--- src/rtl/lfsr_pkg.sv ---
package lfsr_pkg;

    localparam int MIN_WIDTH = 2;
    localparam int MAX_WIDTH = 32;

    // one polynomial term x^e mapped to mask bit e-1
    function automatic logic [MAX_WIDTH-1:0] term(input int e);
        logic [MAX_WIDTH-1:0] m;
        m = '0;
        if (e >= 1 && e <= MAX_WIDTH)
            m[e-1] = 1'b1;
        return m;
    endfunction

    function automatic bit width_ok(input int w);
        return (w >= MIN_WIDTH) && (w <= MAX_WIDTH);
    endfunction

    // maximal-length polynomial per width; constant term is implied
    function automatic logic [MAX_WIDTH-1:0] tap_mask(input int w);
        logic [MAX_WIDTH-1:0] m;
        case (w)
            2:  m = term(1);
            3:  m = term(1);
            4:  m = term(1);
            5:  m = term(2);
            6:  m = term(1);
            7:  m = term(1);
            8:  m = term(4)  | term(3) | term(2);
            9:  m = term(4);
            10: m = term(3);
            11: m = term(2);
            12: m = term(6)  | term(4) | term(1);
            13: m = term(4)  | term(3) | term(1);
            14: m = term(5)  | term(3) | term(1);
            15: m = term(1);
            16: m = term(5)  | term(3) | term(2);
            17: m = term(3);
            18: m = term(7);
            19: m = term(5)  | term(2) | term(1);
            20: m = term(3);
            21: m = term(2);
            22: m = term(1);
            23: m = term(5);
            24: m = term(4)  | term(3) | term(1);
            25: m = term(3);
            26: m = term(6)  | term(2) | term(1);
            27: m = term(5)  | term(2) | term(1);
            28: m = term(3);
            29: m = term(2);
            30: m = term(6)  | term(4) | term(1);
            31: m = term(3);
            32: m = term(7)  | term(6) | term(2);
            default: m = '0;
        endcase
        return m | term(w);
    endfunction

endpackage

--- src/rtl/lfsr_zero_splice.sv ---
module lfsr_zero_splice #(
    parameter int WIDTH = 8
) (
    input  logic [WIDTH-1:0] cur,
    output logic             feedback
);
    logic low_clear;

    // low bits all zero: either the zero word or the top-only word
    assign low_clear = ~|cur[WIDTH-2:0];
    assign feedback  = cur[WIDTH-1] ^ low_clear;

endmodule

--- src/rtl/lfsr_galois_step.sv ---
module lfsr_galois_step #(
    parameter int               WIDTH = 8,
    parameter logic [WIDTH-1:0] TAPS  = '1
) (
    input  logic [WIDTH-1:0] cur,
    input  logic             feedback,
    output logic [WIDTH-1:0] nxt
);
    assign nxt[0] = feedback;

    // at most one XOR between neighbouring stages
    for (genvar b = 1; b < WIDTH; b++) begin : g_stage
        if (TAPS[b-1]) begin : g_tap
            assign nxt[b] = cur[b-1] ^ feedback;
        end else begin : g_pass
            assign nxt[b] = cur[b-1];
        end
    end

endmodule

--- src/rtl/lfsr_state_reg.sv ---
module lfsr_state_reg #(
    parameter int WIDTH = 8
) (
    input  logic             clk,
    input  logic             rst,
    input  logic [WIDTH-1:0] d,
    output logic [WIDTH-1:0] q
);
    always_ff @(posedge clk) begin
        if (rst)
            q <= '0;
        else
            q <= d;
    end

endmodule

--- src/rtl/lfsr_fullcycle_gen.sv ---
module lfsr_fullcycle_gen #(
    parameter int WIDTH = 8
) (
    input  logic             clk,
    input  logic             rst,
    output logic [WIDTH-1:0] state
);
    localparam logic [lfsr_pkg::MAX_WIDTH-1:0] TAP_FULL = lfsr_pkg::tap_mask(WIDTH);
    localparam logic [WIDTH-1:0] TAPS      = TAP_FULL[WIDTH-1:0];
    localparam logic [WIDTH-1:0] ZERO_NEXT = {TAPS[WIDTH-2:0], 1'b1};
    localparam logic [WIDTH-1:0] TOP_ONLY  = {1'b1, {(WIDTH-1){1'b0}}};

    if (!lfsr_pkg::width_ok(WIDTH)) begin : g_bad_width
        $error("lfsr_fullcycle_gen: WIDTH must lie in 2..32");
    end

    logic [WIDTH-1:0] state_q;
    logic [WIDTH-1:0] state_d;
    logic             fb;

    lfsr_zero_splice #(.WIDTH(WIDTH)) u_splice (
        .cur      (state_q),
        .feedback (fb)
    );

    lfsr_galois_step #(.WIDTH(WIDTH), .TAPS(TAPS)) u_step (
        .cur      (state_q),
        .feedback (fb),
        .nxt      (state_d)
    );

    lfsr_state_reg #(.WIDTH(WIDTH)) u_reg (
        .clk (clk),
        .rst (rst),
        .d   (state_d),
        .q   (state_q)
    );

    assign state = state_q;

    a_r1_reset_clears: assert property (@(posedge clk)
        rst |=> state_q == '0);

    a_r2_zero_successor: assert property (@(posedge clk) disable iff (rst)
        (state_q == '0) |=> state_q == ZERO_NEXT);

    a_r3_top_only_to_zero: assert property (@(posedge clk) disable iff (rst)
        (state_q == TOP_ONLY) |=> state_q == '0);

    a_r4_bit0_takes_top: assert property (@(posedge clk) disable iff (rst)
        (|state_q[WIDTH-2:0]) |=> state_q[0] == $past(state_q[WIDTH-1]));

    a_r5_plain_shift: assert property (@(posedge clk) disable iff (rst)
        (!state_q[WIDTH-1] && |state_q[WIDTH-2:0])
        |=> state_q == {$past(state_q[WIDTH-2:0]), 1'b0});

endmodule

--- config.mk ---
export PLATFORM = sky130hd
export DESIGN_NAME = lfsr_fullcycle_gen
export DESIGN_NICKNAME = d
export VERILOG_FILES = /design/src/rtl/lfsr_pkg.sv /design/src/rtl/lfsr_zero_splice.sv /design/src/rtl/lfsr_galois_step.sv /design/src/rtl/lfsr_state_reg.sv /design/src/rtl/lfsr_fullcycle_gen.sv
export SDC_FILE = /design/constraint.sdc
export NUM_CORES = 1
export LEC_CHECK = 0
export ABC_AREA = 1
export ABC_CLOCK_PERIOD_IN_PS = 1150
export BUFFER_PORTS_ARGS = -buffer_cell sky130_fd_sc_hd__buf_4
export CAP_MARGIN = 15
export CORE_AREA = 2 2 39 41
export DETAILED_ROUTE_END_ITERATION = 10
export DIE_AREA = 0 0 41 43
export PLACE_DENSITY = 0.56
export SYNTH_ARGS = -nofsm -noshare
export SYNTH_HDL_FRONTEND = slang
export SYNTH_HIERARCHICAL = 1
export SYNTH_SLANG_ARGS = --single-unit
--- constraint.sdc ---
create_clock -name clk -period 1.15 [get_ports clk]
set_input_delay 0.23 -clock clk [delete_from_list [all_inputs] [get_ports clk]]
set_output_delay 0.23 -clock clk [all_outputs]
set_load 0.01 [all_outputs]
# After elaboration in Yosys (flattened, before gate mapping)
# Cells that the tools add are included.
# word_totals
ff_bits	8
ramBits	0
romBits	0
mem_count	0
input_bits	2
wordCells	7
latchBits	0
# op_classes
shifts	0
reduce_logical	2
mux	0
n_eq_ne	0
multipliers	0
addsub	0
n_bitwise	4
n_lt_le_gt_ge	0
div	0
# op_table
cell	n
OR reduction 7 bit	1
bitwise XOR 1 bit	4
zero test 1 bit	1

# Logic depth before layout (Yosys ltp)
# logic_depth
depth_word	4
mapped_depth	10
depth_no_buf	10

# Hierarchy
# The synthesis kept the hierarchy.
# modules_own_cells
mod	instances	cells_each	seq_area_each_um2	area_each_um2
lfsr_state_reg	1	25	160.2	231.5
lfsr_galois_step	1	18	0.0	86.3
lfsr_zero_splice	1	11	0.0	42.5

# Worst setup path after synthesis
# OpenSTA, ideal clock, no wires.
# synth_path
path_kind	reg-to-reg
start	register u_reg.q[5]
end	register u_reg.q[4]
path_slack_ns	0.073
setup_ns	0.111
period_less_slack_ns	1.077
arrival_time_ns	0.966
required_time_ns	1.039
path_stages_with_launch	11
path_buffers	0
cell_sequence	dfxtp_1 > nor2_1 > nand2_1 > nor2_1 > nand2_1 > nand2_1 > inv_2 > nand2_1 > nand2_1 > inv_1 > nor2_1
# synth_between
elab_chain_cells	4
# synth_rtl
item	line	source
start: declaration	lfsr_state_reg.sv:7	output logic [WIDTH-1:0] q
start signal: assignment	lfsr_state_reg.sv:11	q <= '0;
start signal: assignment	lfsr_state_reg.sv:13	q <= d;
OR reduction 7 bit	lfsr_zero_splice.sv:10	assign low_clear = ~|cur[WIDTH-2:0];
zero test 1 bit	lfsr_zero_splice.sv:10	
bitwise XOR 1 bit	lfsr_zero_splice.sv:11	assign feedback = cur[WIDTH-1] ^ low_clear;
via fb	lfsr_fullcycle_gen.sv:19	logic fb;
bitwise XOR 1 bit	lfsr_galois_step.sv:14	assign nxt[b] = cur[b-1] ^ feedback;
via state_d[4]	lfsr_fullcycle_gen.sv:18	logic [WIDTH-1:0] state_d;
# The timed path passes the listed nets, and every way through them passes these cells.
# A chain may end at the register's enable or synchronous reset.

# Final worst setup path
# layout_path
start	register u_reg.q[0]
end	register u_reg.q[4]
# Same word-level chain as after synthesis.

==> impl_metrics.csv <==
group,metric,value,unit
final_layout,final_common_cell,"buf_4",
synth,syn_inst,54,
die,core-area,1380,um2
clocking,cts_root_buffer,"clkbuf_4",
clocking,clock_sinks,8,
die,die_h,43,um
power,swShare,0.381,
placement,dpl_cell_area,452,um2
global_routing,grt_pass1_wl,1030,um
sta,finalClockSkew,0.000554,ns
sta,finalHoldViolations,0,
placement,place_inst,80,
final_layout,layout-drive-gt1-share,0.418,
sta,maxSlewViolCount,0,
placement,io_buffer_count,9,
routing,totalWireLength,642,um
sta,setup_viol,0,
synth,synth_area,360,um2
final_layout,regMostFlops,"u_reg/q",
clocking,clk_pin_slew,0.05,ns
synth,postSynthAreaPerCell,6.67,um2
sta,layout_min_cycle_time,1.14,ns
final_layout,antennaDiodeCount,0,
routing,ant_nets,0,
power,p_sw,526,uW
synth,synth_seq_cells,8,
setup_path,setup.worst_path.start_class,"flop",
die,rows,14,
final_layout,largest_register_ffs,8,
power,pwr_density_cell,2770,nW/um2
sta,finalCritPeriodShare,0.989,
clocking,cts.path.max_buffers,2,
placement,gp_congestion,0.712,
routing,drtIter0Drc,3,
die,start_util,0.260,
routing,wl_per_cell,7.73,um
final_layout,nNetsFinal,71,
clocking,insertion_delay,0.25,ns
power,p_int,854,uW
synth,ys_warn_count,6,
final_layout,layout_common_cells,"16 x buf_4, 13 x inv_1, 11 x nand2_1, 9 x nor2_1, 6 x dfxtp_1",
sta,fmax,880,MHz
setup_path,arrival,1.28,ns
setup_path,path_max_fanout,5,
power,p_comb_frac,0.549,
final_layout,largestRegisters,"u_reg/q x8",
sta,rsz0062_at_grt,"yes",
sta,relSlewSlack,0.914,
routing,drc_errors,0,
power,power_frac_clock,0.149,
flow_run,drv_cap,0,
setup_path,critPathKind,"reg -> reg",
final_layout,syn_to_final_growth,38.2,%
setup_path,endpoint_kind,"flop",
synth,yosys.cell_types.count,8,
die,pin_count,10,
power,peakVddDrop,1170,uV
clocking,cts_made_buffers,3,
sta,fin_tns_setup,0,ns
die,die-area,1760,um2
routing,via_per_inst,3.83,
placement,dp_hpwl,475,um
power,leakagePower,0.264,nW
clocking,cts_tree,"built",
setup_path,worst-endpoint-required,1.29,ns
routing,drt-pass1-iter-count,4,
power,power_frac_seq,0.301,
routing,dr_total_vias,318,
global_routing,grt_pass1_vias,279,
synth,synth-seq-area-share,0.444,
min_path,hold_class,"in -> reg",
synth,syn-num-nets,56,
final_layout,fin_area,498,um2
sta,worst_slew_pin_slew,0.129,ns
clocking,h-tree-depth,1,
global_routing,grt_overflow,0,
final_layout,utilization,0.360,
die,fp.dieW,41,um
global_routing,antenna_found_initial,0,
global_routing,grt_max_degree,9,
global_routing,track_usage,0.0907,
status,status,"completed",
final_layout,fin_cells,83,
-- cells in the mapped netlist, drive strengths merged --
master	count	share of area
inv	14	0.15
nand2	13	0.14
dfxtp	8	0.44
buf	6	0.14
o21ai	1	0.014
nor2	12	0.12
-- layer usage --
| metal | global-route usage | routed length [um] |
|---|---|---|
| met1 | 0.0912 | 259 |
| met2 | 0.138 | 326 |
| met3 | 0.0628 | 41 |
| met4 | 0.0400 | 14 |
| met5 | 0 | 0 |
-- per-stage QoR --
| step | power (mW) | worst slack [ns] | hold WS, ns |
|---|---|---|---|
| floorplan | 0.868 | 0.0727 | 0.409 |
| global placement | 1.08 | 0.00593 | 0.432 |
| detailed placement | 1.08 | 0.00871 | 0.443 |
| CTS | 1.31 | 0.0144 | 0.206 |
| global route | 1.52 | -0.137 | 0.210 |
| finish | 1.38 | 0.0130 | 0.194 |
-- repair_timing --
action,CTS,global route
resized for setup,1,8
setup buffers,0,0
hold buffers,0,0
setup endpoints to repair,1,4
pin swaps,0,11
-- area by class of cell --
cell class	count	area (um2)
fill	159	886
sequential	8	163
multi-input combinational	26	120
timing repair buffer	16	120
inverter	14	52.6
clock buffer	3	22.5
tap	16	20.0
-- critical path: stages (launching register included) --
cell and delay [ns]:
dfxtp_2 0.33, nor2_4 0.10, nand2_2 0.07, nor2_2 0.10
nand2_1 0.07, nand2_2 0.11, inv_2 0.06, nand2_1 0.06
nand2_1 0.05, inv_1 0.05, nor2_1 0.04
-- final timing paths --
| kind | start | end | slack (ns) | cells after the start |
|---|---|---|---|---|
| hold / removal | rst | u_reg/q[0] | 0.19 | 2 |
| setup / recovery | u_reg/q[0] | u_reg/q[4] | 0.01 | 10 |
| setup reg to reg | u_reg/q[0] | u_reg/q[4] | 0.01 | 10 |
| hold reg to reg | u_reg/q[6] | u_reg/q[7] | 0.44 | 2 |
-- logic make-up (layout without fill, tap and decap cells) --
| kind of cell | after synthesis | after routing | share of synthesized area |
|---|---|---|---|
| simple gates | 25 | 25 | 0.260 |
| buf+inv | 20 | 33 | 0.281 |
| flops | 8 | 8 | 0.444 |
| compound gates | 1 | 1 | 0.0139 |
-- power by group through the flow --
| stage | Sequential, mW | Clock (mW) | Combinational [mW] |
|---|---|---|---|
| 3_5_place_dp | 0.399 | 0 | 0.683 |
| 5_1_grt | 0.427 | 0.223 | 0.867 |
| 2_1_floorplan | 0.452 | 0 | 0.416 |
| 6_report | 0.416 | 0.206 | 0.758 |
| 3_3_place_gp | 0.399 | 0 | 0.676 |
| 4_1_cts | 0.394 | 0.217 | 0.702 |
Note: power is estimated with default switching activity, not from simulation.
